**config.mk**
```make
export PLATFORM = sky130hd
export DESIGN_NAME = i2s_dac_serializer
export DESIGN_NICKNAME = d
export VERILOG_FILES = /design/src/rtl/dac_ser_pkg.sv /design/src/rtl/dac_ser_ctrl.sv /design/src/rtl/dac_ser_dp.sv /design/src/rtl/i2s_dac_serializer.sv
export SDC_FILE = /design/constraint.sdc
export NUM_CORES = 1
export LEC_CHECK = 0
export BUFFER_PORTS_ARGS = -buffer_cell sky130_fd_sc_hd__buf_2
export CORE_AREA = 2 2 39 41
export DETAILED_ROUTE_END_ITERATION = 8
export DIE_AREA = 0 0 41 43
export PLACE_DENSITY = 0.61
export SLEW_MARGIN = 20
export SYNTH_ARGS = -nofsm -noshare
export SYNTH_HDL_FRONTEND = slang
export SYNTH_SLANG_ARGS = --single-unit
```
**constraint.sdc**
```tcl
create_clock -name sclk -period 1.9 [get_ports sclk]
set_input_delay 0.19 -clock sclk [delete_from_list [all_inputs] [get_ports sclk]]
set_output_delay 0.19 -clock sclk [all_outputs]
set_load 0.02 [all_outputs]
```
**src/rtl/dac_ser_pkg.sv**
```systemverilog
package dac_ser_pkg;

  // Strobes from the control to the datapath, valid for the next falling sclk edge.
  typedef struct packed {
    logic loadSample;  // capture the parallel sample into the top of the register
    logic shiftOut;    // move the register one place towards the MSB, zero in at the bottom
  } serStrobe_t;

endpackage

```
**src/rtl/dac_ser_ctrl.sv**
```systemverilog
module dac_ser_ctrl
  import dac_ser_pkg::*;
(
  input  logic       sclk,
  input  logic       rstN,
  input  logic       lrclk,
  output serStrobe_t strobe
);

  logic lrPrev;  // lrclk as seen on the previous falling sclk edge
  logic armed;   // a falling lrclk was seen; load on the next edge
  logic lrFall;

  assign lrFall = lrPrev & ~lrclk;

  always_ff @(negedge sclk or negedge rstN) begin
    if (!rstN) begin
      lrPrev <= 1'b0;
      armed  <= 1'b0;
    end else begin
      lrPrev <= lrclk;
      armed  <= lrFall;
    end
  end

  always_comb begin
    strobe.loadSample = armed;
    strobe.shiftOut   = ~armed;
  end

  // a fall seen against the registered copy arms the load
  p_arm_after_fall_r2: assert property (@(negedge sclk) disable iff (!rstN)
    (lrPrev && !lrclk) |=> armed);

  // the load strobe lasts exactly one edge
  p_arm_single_r3: assert property (@(negedge sclk) disable iff (!rstN)
    armed |=> !armed);

  // lrclk high on an edge never leads to a load on the next
  p_no_arm_when_high_r8: assert property (@(negedge sclk) disable iff (!rstN)
    lrclk |=> !strobe.loadSample);

endmodule

```
**src/rtl/dac_ser_dp.sv**
```systemverilog
module dac_ser_dp
  import dac_ser_pkg::*;
#(
  parameter int SAMPLE_W = 8,
  parameter int SLOT_W   = 16
) (
  input  logic                sclk,
  input  logic                rstN,
  input  serStrobe_t          strobe,
  input  logic [SAMPLE_W-1:0] sample,
  output logic                sdata
);

  localparam int FRAME_W = 2 * SLOT_W;
  localparam int PAD_W   = FRAME_W - SAMPLE_W;

  logic [FRAME_W-1:0] shReg;
  logic [FRAME_W-1:0] loadWord;

  // Left-justify the sample; everything below it is zero.
  for (genvar b = 0; b < FRAME_W; b++) begin : g_word
    if (b >= PAD_W) begin : g_data
      assign loadWord[b] = sample[b-PAD_W];
    end else begin : g_pad
      assign loadWord[b] = 1'b0;
    end
  end

  always_ff @(negedge sclk or negedge rstN) begin
    if (!rstN) begin
      shReg <= '0;
    end else if (strobe.loadSample) begin
      shReg <= loadWord;
    end else if (strobe.shiftOut) begin
      shReg <= {shReg[FRAME_W-2:0], 1'b0};
    end
  end

  assign sdata = shReg[FRAME_W-1];

  // output quiet while reset is held
  always @(negedge sclk) begin
    if (!rstN) begin
      p_reset_quiet_r1: assert (sdata == 1'b0);
    end
  end

  // the sample MSB is on the line right after the load edge
  p_msb_first_r3: assert property (@(negedge sclk) disable iff (!rstN)
    strobe.loadSample |=> (sdata == $past(sample[SAMPLE_W-1])));

  // each shift presents the bit that sat just below the top
  p_bit_walk_r4: assert property (@(negedge sclk) disable iff (!rstN)
    strobe.shiftOut |=> (sdata == $past(shReg[FRAME_W-2])));

  // the bits under the sample are zero after a load
  p_zero_fill_r5: assert property (@(negedge sclk) disable iff (!rstN)
    strobe.loadSample |=> (shReg[PAD_W-1:0] == '0));

  // an empty register stays empty without a load
  p_stay_silent_r7: assert property (@(negedge sclk) disable iff (!rstN)
    (strobe.shiftOut && shReg == '0) |=> (sdata == 1'b0));

endmodule

```
**src/rtl/i2s_dac_serializer.sv**
```systemverilog
module i2s_dac_serializer
  import dac_ser_pkg::*;
#(
  parameter int SAMPLE_W = 8,
  parameter int SLOT_W   = 16
) (
  input  logic                sclk,
  input  logic                rstN,
  input  logic                lrclk,
  input  logic [SAMPLE_W-1:0] sample,
  output logic                sdata
);

  serStrobe_t strobe;

  dac_ser_ctrl u_ctrl (
    .sclk   (sclk),
    .rstN   (rstN),
    .lrclk  (lrclk),
    .strobe (strobe)
  );

  dac_ser_dp #(
    .SAMPLE_W (SAMPLE_W),
    .SLOT_W   (SLOT_W)
  ) u_dp (
    .sclk   (sclk),
    .rstN   (rstN),
    .strobe (strobe),
    .sample (sample),
    .sdata  (sdata)
  );

endmodule

```
After elaboration in Yosys (flattened, before gate mapping)
Cells that the tools add are included.
- input port bits: 11
- bits in registers: 34
- multiplexer cells: 1
- bitwise gates (word level): 2
- operators by type and width (operator ; number):
    two-way mux 32 bit ; 1
    bitwise AND 1 bit ; 1
    inverter 1 bit ; 1

Logic depth before layout (Yosys ltp)
Gate-level depths: netlist of run 1.
- depth in word-level cells: 2
- mapped depth: 2
- mapped depth without buffers: 1

Modules after synthesis
Synthesis of run 1 repeated with hierarchy kept, for this count alone.
- cells, all modules: 39
- area total of the unflattened synthesis: 444.2 um^2
- by module, submodules not included (module ; area an instance (um^2) ; instances ; sequential area each (um^2) ; cells an instance):
    dac_ser_dp ; 369.1 ; 1 ; 200.2 ; 34
    dac_ser_ctrl ; 75.1 ; 1 ; 50.0 ; 5

==> reports/results.txt, run 1 <==
Die area -> 1763 um^2
Failing checks -> negative setup slack
CP Capture Type -> output port
Largest net degree at the start of global routing -> 11
Die Y -> 43 um
CTS max path bufs -> 2
DRT Pass-1 Iters -> 4
Final net count -> 46
Root buffer cell -> clkbuf_4
Seq/Total Area, Yosys -> 65.79%
Drt total wl -> 616 um
Hold path start -> u_ctrl.lrPrev
Routability-driven placement congestion ratio -> 0.6601
Compound-Gate Fraction of Synth Area -> 0%
Flop2flop setup slack -> 0.75 ns
Placed insts -> 46
Largest family of logic cells by synthesized area -> multiplexers
Worst-Skew Late Latency -> 0.27 ns
Area contributors post-synth -> dfrtn_1 66%, mux2_4 28%, buf_6 3.0%
Initial Utilization -> 27.49%
Hold Vio Cnt, Final -> 0
Core ar. -> 1384 um^2
CTS tree -> built
Reg2reg path depth -> 1
Crit-path cells -> buf_6
# diodes -> 0
Dpl hpwl -> 444.2 um
Worst Path Arrival -> 1.74 ns
Post-synthesis cell area -> 380.4 um^2
Family with the most delay on the worst path -> flip-flops
DP Area -> 444.2 um^2
Row count -> 14
H-tree Lvls -> 1
# IOs -> 12
Total CTS buffers -> 3
Crit-path slowest cell -> dfrtn_1
Post-DR wirelength/cell -> 12.32 um
Syn Area/Cell -> 19.02 um^2
Hold Crit Depth -> 1
Yosys warns -> 0
Power Density -> 1008 nW/um^2
Netlist cell types -> 5
Fin worst setup slack -> -0.02847 ns
Adder-cell share of the synthesized area -> 0%
DRC viols -> 0
Detail Route Antenna Nets -> 0
Worst r2r dst -> u_dp.shReg[26]
Clock Pin Slew Worst Setup and Hold Paths -> 0.05 ns
DR iter-0 viols -> 6
Crit path max fanout -> 1
Leakage -> 0.2483 nW
Worst VDD drop -> 0.3332 mV
Final setup fails -> 1
Clock Skew -> 0.004451 ns
Final Max Tran Viols -> 0
Max_cap viols -> 0
Top cell type's share of synthesized area -> 65.79%
Placement Setup Slack -> 0.2451 ns
Via count -> 202
Seq cells post-synth -> 10
Synth Area in XOR/XNOR -> 0%
Hold_buf cts -> 0
Via density -> 4.040
Startpoint types -> flip-flop
CP required -> 1.71 ns
Fillers -> 141
Fin cells -> 50
Worst slew pin tran -> 0.4229 ns
Layout area overhead -> 27.96%
Die W -> 41 um
Total global routing overflow -> 0
Endpoint, Worst Hold -> u_ctrl.armed
Port buffer count -> 11
First-pass GRT wire length -> 1048 um
RSZ-0062 raised after global routing -> yes
Design Area, Final -> 486.7 um^2
Share of post-route cells with drive strength above 1 -> 67.65%
Critical path buffers and inverters -> 1
Worst path max stage delay -> 0.40 ns
Sink Count -> 10
Worst R2R Start -> u_ctrl.armed
Initial antenna violation count -> 0
Synth Net Count -> 31
Syn Inst Count -> 20
Yosys top cell by area -> dfrtn_1
Multiplexer share of the synthesized area -> 27.63%
Worst relative slew slack -> 71.80%
CP Class -> reg2out
Number of global-route vias before repair -> 231
Post-Synth Simple-Gate Area -> 3.618%
Outcome -> finished, violations left
Global-route usage over all layers -> 10.19%
Min-Delay Path Class -> reg2reg
## per-stage QoR
stage	hold slack [ns]	utilization [%]	TNS, ns	total power [mW]
2_1_floorplan	0.3991	-	0	0.2793
3_3_place_gp	0.4108	32.10	0	0.2952
3_5_place_dp	0.4238	32.10	0	0.2996
4_1_cts	0.4236	35.17	-0.04668	0.5025
5_1_grt	0.4400	35.17	-0.06410	0.5181
6_report	0.4225	35.17	-0.02847	0.4904
## per-layer routing
layer / GRT usage (%) / wire [um] / vias to the layer above
li1: - / - / 94
met1: 10.81 / 260 / 95
met2: 12.50 / 291 / 11
met3: 6.806 / 58 / 2
met4: 10.00 / 6 / 0
met5: 0 / 0 / -
## how the worst max path moves through the flow
stage,cells after the start,end,start
2_1_floorplan,0,sdata,u_dp.shReg[31]
3_5_place_dp,1,sdata,u_dp.shReg[31]
6_report,1,sdata,u_dp.shReg[31]
5_1_grt,1,sdata,u_dp.shReg[31]
3_3_place_gp,1,sdata,u_dp.shReg[31]
4_1_cts,1,sdata,u_dp.shReg[31]
## sequential cells by signal (all words and copies together) (netlist names)
signal and count:
u_ctrl.lrPrev 1, u_dp.shReg 8, u_ctrl.armed 1
## timing repair
item,4_1_cts,5_1_grt
resized for setup,2,0
setup buffers,0,0
endpoints found under the hold margin,0,0
endpoints found under the setup margin,1,1
## cells in the final DEF (no fill, tap or decap), drive strengths merged
| cell | netlist | final |
|---|---|---|
| clkbuf | 0 | 4 |
| mux2 | 7 | 7 |
| buf | 1 | 11 |
| and2 | 1 | 1 |
| dfrtn | 10 | 10 |
| nor2b | 1 | 1 |
## synth_stat cells
cell type	count
mux2_4	7
and2_2	1
nor2b_1	1
dfrtn_1	10
buf_6	1
## cells by family (layout without fill, tap and decap cells)
kind of cell / after synthesis / after routing
flops: 10 / 10
buf+inv: 1 / 15
simple gates: 2 / 2
mux: 7 / 7
## layout make-up
cell class	instances	area [um^2]	area share (%)
multi-input cells	9	118.9	24.42
well taps	16	20.02	4.113
clock buffers	4	36.28	7.455
repair buffers	11	61.31	12.60
flip-flops and latches	10	250.2	51.41
## power breakdown
group / internal, mW / switching (mW)
Sequential: 0.235 / 0.0110
Clock: 0.116 / 0.0747
Combinational: 0.0373 / 0.0164
Power figures use the tool's default switching activity.
==> inputs of run 2 (changes only) <==
Settings changed: ABC_AREA set to 1, PLACE_DENSITY 0.61 to 0.59.
==> reports/results.txt, run 2 <==
# IOs -> 12
Post-synthesis cell area -> 364.1 um^2
Worst-Skew Late Latency -> 0.27 ns
Crit-path slowest cell -> dfrtn_1
CTS max path bufs -> 2
Syn Inst Count -> 37
Commonest non-fill, non-tap cells in the layout -> 22 x nand2_1, 10 x buf_2, 10 x dfrtn_1
Synth Net Count -> 48
Worst Path Arrival -> 1.73 ns
DR iter-0 viols -> 3
CP Capture Type -> output port
Crit path max fanout -> 1
Worst slew pin tran -> 0.3798 ns
Final net count -> 63
Critical path buffers and inverters -> 1
Die W -> 41 um
Die area -> 1763 um^2
Global-route usage over all layers -> 9.174%
CP required -> 1.71 ns
Share of post-route cells with drive strength above 1 -> 33.33%
Worst path max stage delay -> 0.40 ns
Clock Pin Slew Worst Setup and Hold Paths -> 0.05 ns
Worst VDD drop -> 0.4762 mV
RSZ-0062 raised after global routing -> yes
Outcome -> finished, violations left
Clock Skew -> 0.004119 ns
Hold Crit Depth -> 2
Via density -> 3.896
CP Class -> reg2out
DRC viols -> 0
Initial Utilization -> 26.31%
Seq/Total Area, Yosys -> 68.73%
Max_cap viols -> 0
Worst relative slew slack -> 74.68%
Port buffer count -> 11
Family with the most delay on the worst path -> flip-flops
Most common cell after layout, fill and taps aside -> nand2_1
Syn Area/Cell -> 9.841 um^2
# diodes -> 0
Dpl hpwl -> 441.7 um
Cell with the most instances after synthesis -> nand2_1
Area contributors post-synth -> dfrtn_1 69%, nand2_1 23%, buf_6 3.1%
Power Density -> 1003 nW/um^2
Startpoint types -> flip-flop
Seq cells post-synth -> 10
Min-Delay Path Class -> reg2reg
Asr flop ratio synth -> 100.0%
Netlist cell types -> 7
Yosys top cell by area -> dfrtn_1
Critical path depth -> 1
Number of global-route vias before repair -> 263
Leakage -> 0.2715 nW
Synth Flop Type -> dfrtn_1
Largest Register -> u_dp.shReg
Initial antenna violation count -> 0
Hold_buf cts -> 0
Max reg flops -> 8
Commonest cells post-synth -> 22 x nand2_1, 10 x dfrtn_1
Core ar. -> 1384 um^2
Root buffer cell -> clkbuf_4
Layout area overhead -> 29.21%
Hold Vio Cnt, Final -> 0
Setup TNS Final -> -0.02238 ns
Via count -> 261
Routability-driven placement congestion ratio -> 0.6163
Total global routing overflow -> 0
Drt total wl -> 606 um
Final setup fails -> 1
Detail Route Antenna Nets -> 0
CTS tree -> built
Sink Count -> 10
Post-DR wirelength/cell -> 9.045 um
Buffer count from post-CTS setup fixing -> 0
Top Registers -> u_dp.shReg (8), u_ctrl.armed (1), u_ctrl.lrPrev (1)
Top cell type's share of synthesized area -> 68.73%
Row count -> 14
Crit-path cells -> buf_6
Die Y -> 43 um
Reg2reg path depth -> 3
Final Max Tran Viols -> 0
H-tree Lvls -> 1
Yosys warns -> 0
First-pass GRT wire length -> 993 um
Largest net degree at the start of global routing -> 11
DRT Pass-1 Iters -> 3
Fin worst setup slack -> -0.02238 ns
Post-synth EDFFs -> 0
Total CTS buffers -> 3
Placement Setup Slack -> 0.2391 ns
Failing checks -> negative setup slack
-- run 2: cell count changes after synthesis --
cell and delta:
nand2_1 +22, mux2_4 -7, and2_2 -1, inv_1 +1, inv_2 +1, inv_6 +1
nor2_1 +1, nor2b_1 -1
-- run 2: cell type report --
class                      count  area, um^2
timing repair buffer          11       61.31
clock buffer                   4       36.28
inverter                       3       16.27
multi-input combinational     23       86.33
sequential                    10       250.2
fill                         152       913.4
tap                           16       20.02
-- run 2: worst reg2reg max path, cell delays in order (launching register included) --
cell and delay [ns]:
dfrtn_1 0.63, inv_6 0.07, nand2_1 0.07, nand2_1 0.05
-- run 2: through the flow --
| stage | hold slack (ns) | util (%) | cell area (um^2) | instances | total power [mW] |
|---|---|---|---|---|---|
| finish | 0.3907 | 34.00 | 470.5 | 67 | 0.4716 |
| global route | 0.4236 | 34.00 | 470.5 | 67 | 0.5025 |
| CTS | 0.3941 | 34.00 | 470.5 | 67 | 0.4849 |
| detailed placement | 0.3941 | 30.92 | 427.9 | 63 | 0.2844 |
| global placement | 0.3809 | 30.92 | 427.9 | 63 | 0.2820 |
| floorplan | 0.3789 | - | 364.1 | 37 | 0.2650 |
-- run 2: kinds of logic after synthesis --
| family | share of synthesized area [%] |
|---|---|
| buffers and inverters | 7.558 |
| DFF | 68.73 |
| and+or+nand+nor | 23.71 |
-- run 2: worst paths after layout --
kind | end | slack [ns] | startpoint
setup / recovery | sdata | -0.02 | u_dp.shReg[31]
hold / removal | u_dp.shReg[25] | 0.39 | u_dp.shReg[24]
setup reg to reg | u_dp.shReg[29] | 0.93 | u_ctrl.armed
hold reg to reg | u_dp.shReg[25] | 0.39 | u_dp.shReg[24]
max in group asynchronous | u_dp.shReg[28] | 1.07 | rstN
min in group asynchronous | u_dp.shReg[26] | 0.60 | rstN
-- run 2: power by group --
| group | internal [mW] | switching (mW) |
|---|---|---|
| clock | 0.116 | 0.0726 |
| sequential | 0.233 | 0.00863 |
| combinational | 0.0197 | 0.0213 |
-- run 2: what timing repair did --
item                       in CTS  in global routing
resized for setup               2                  0
hold endpoints to repair        0                  0
gates cloned                    0                  0
setup endpoints to repair       1                  1
-- run 2: per-layer routing --
| layer | GRT usage (%) | wire length, um |
|---|---|---|
| met1 | 9.459 | 287 |
| met2 | 12.81 | 269 |
| met3 | 6.283 | 50 |
| met5 | 0 | 0 |
| met4 | 6.000 | 0 |
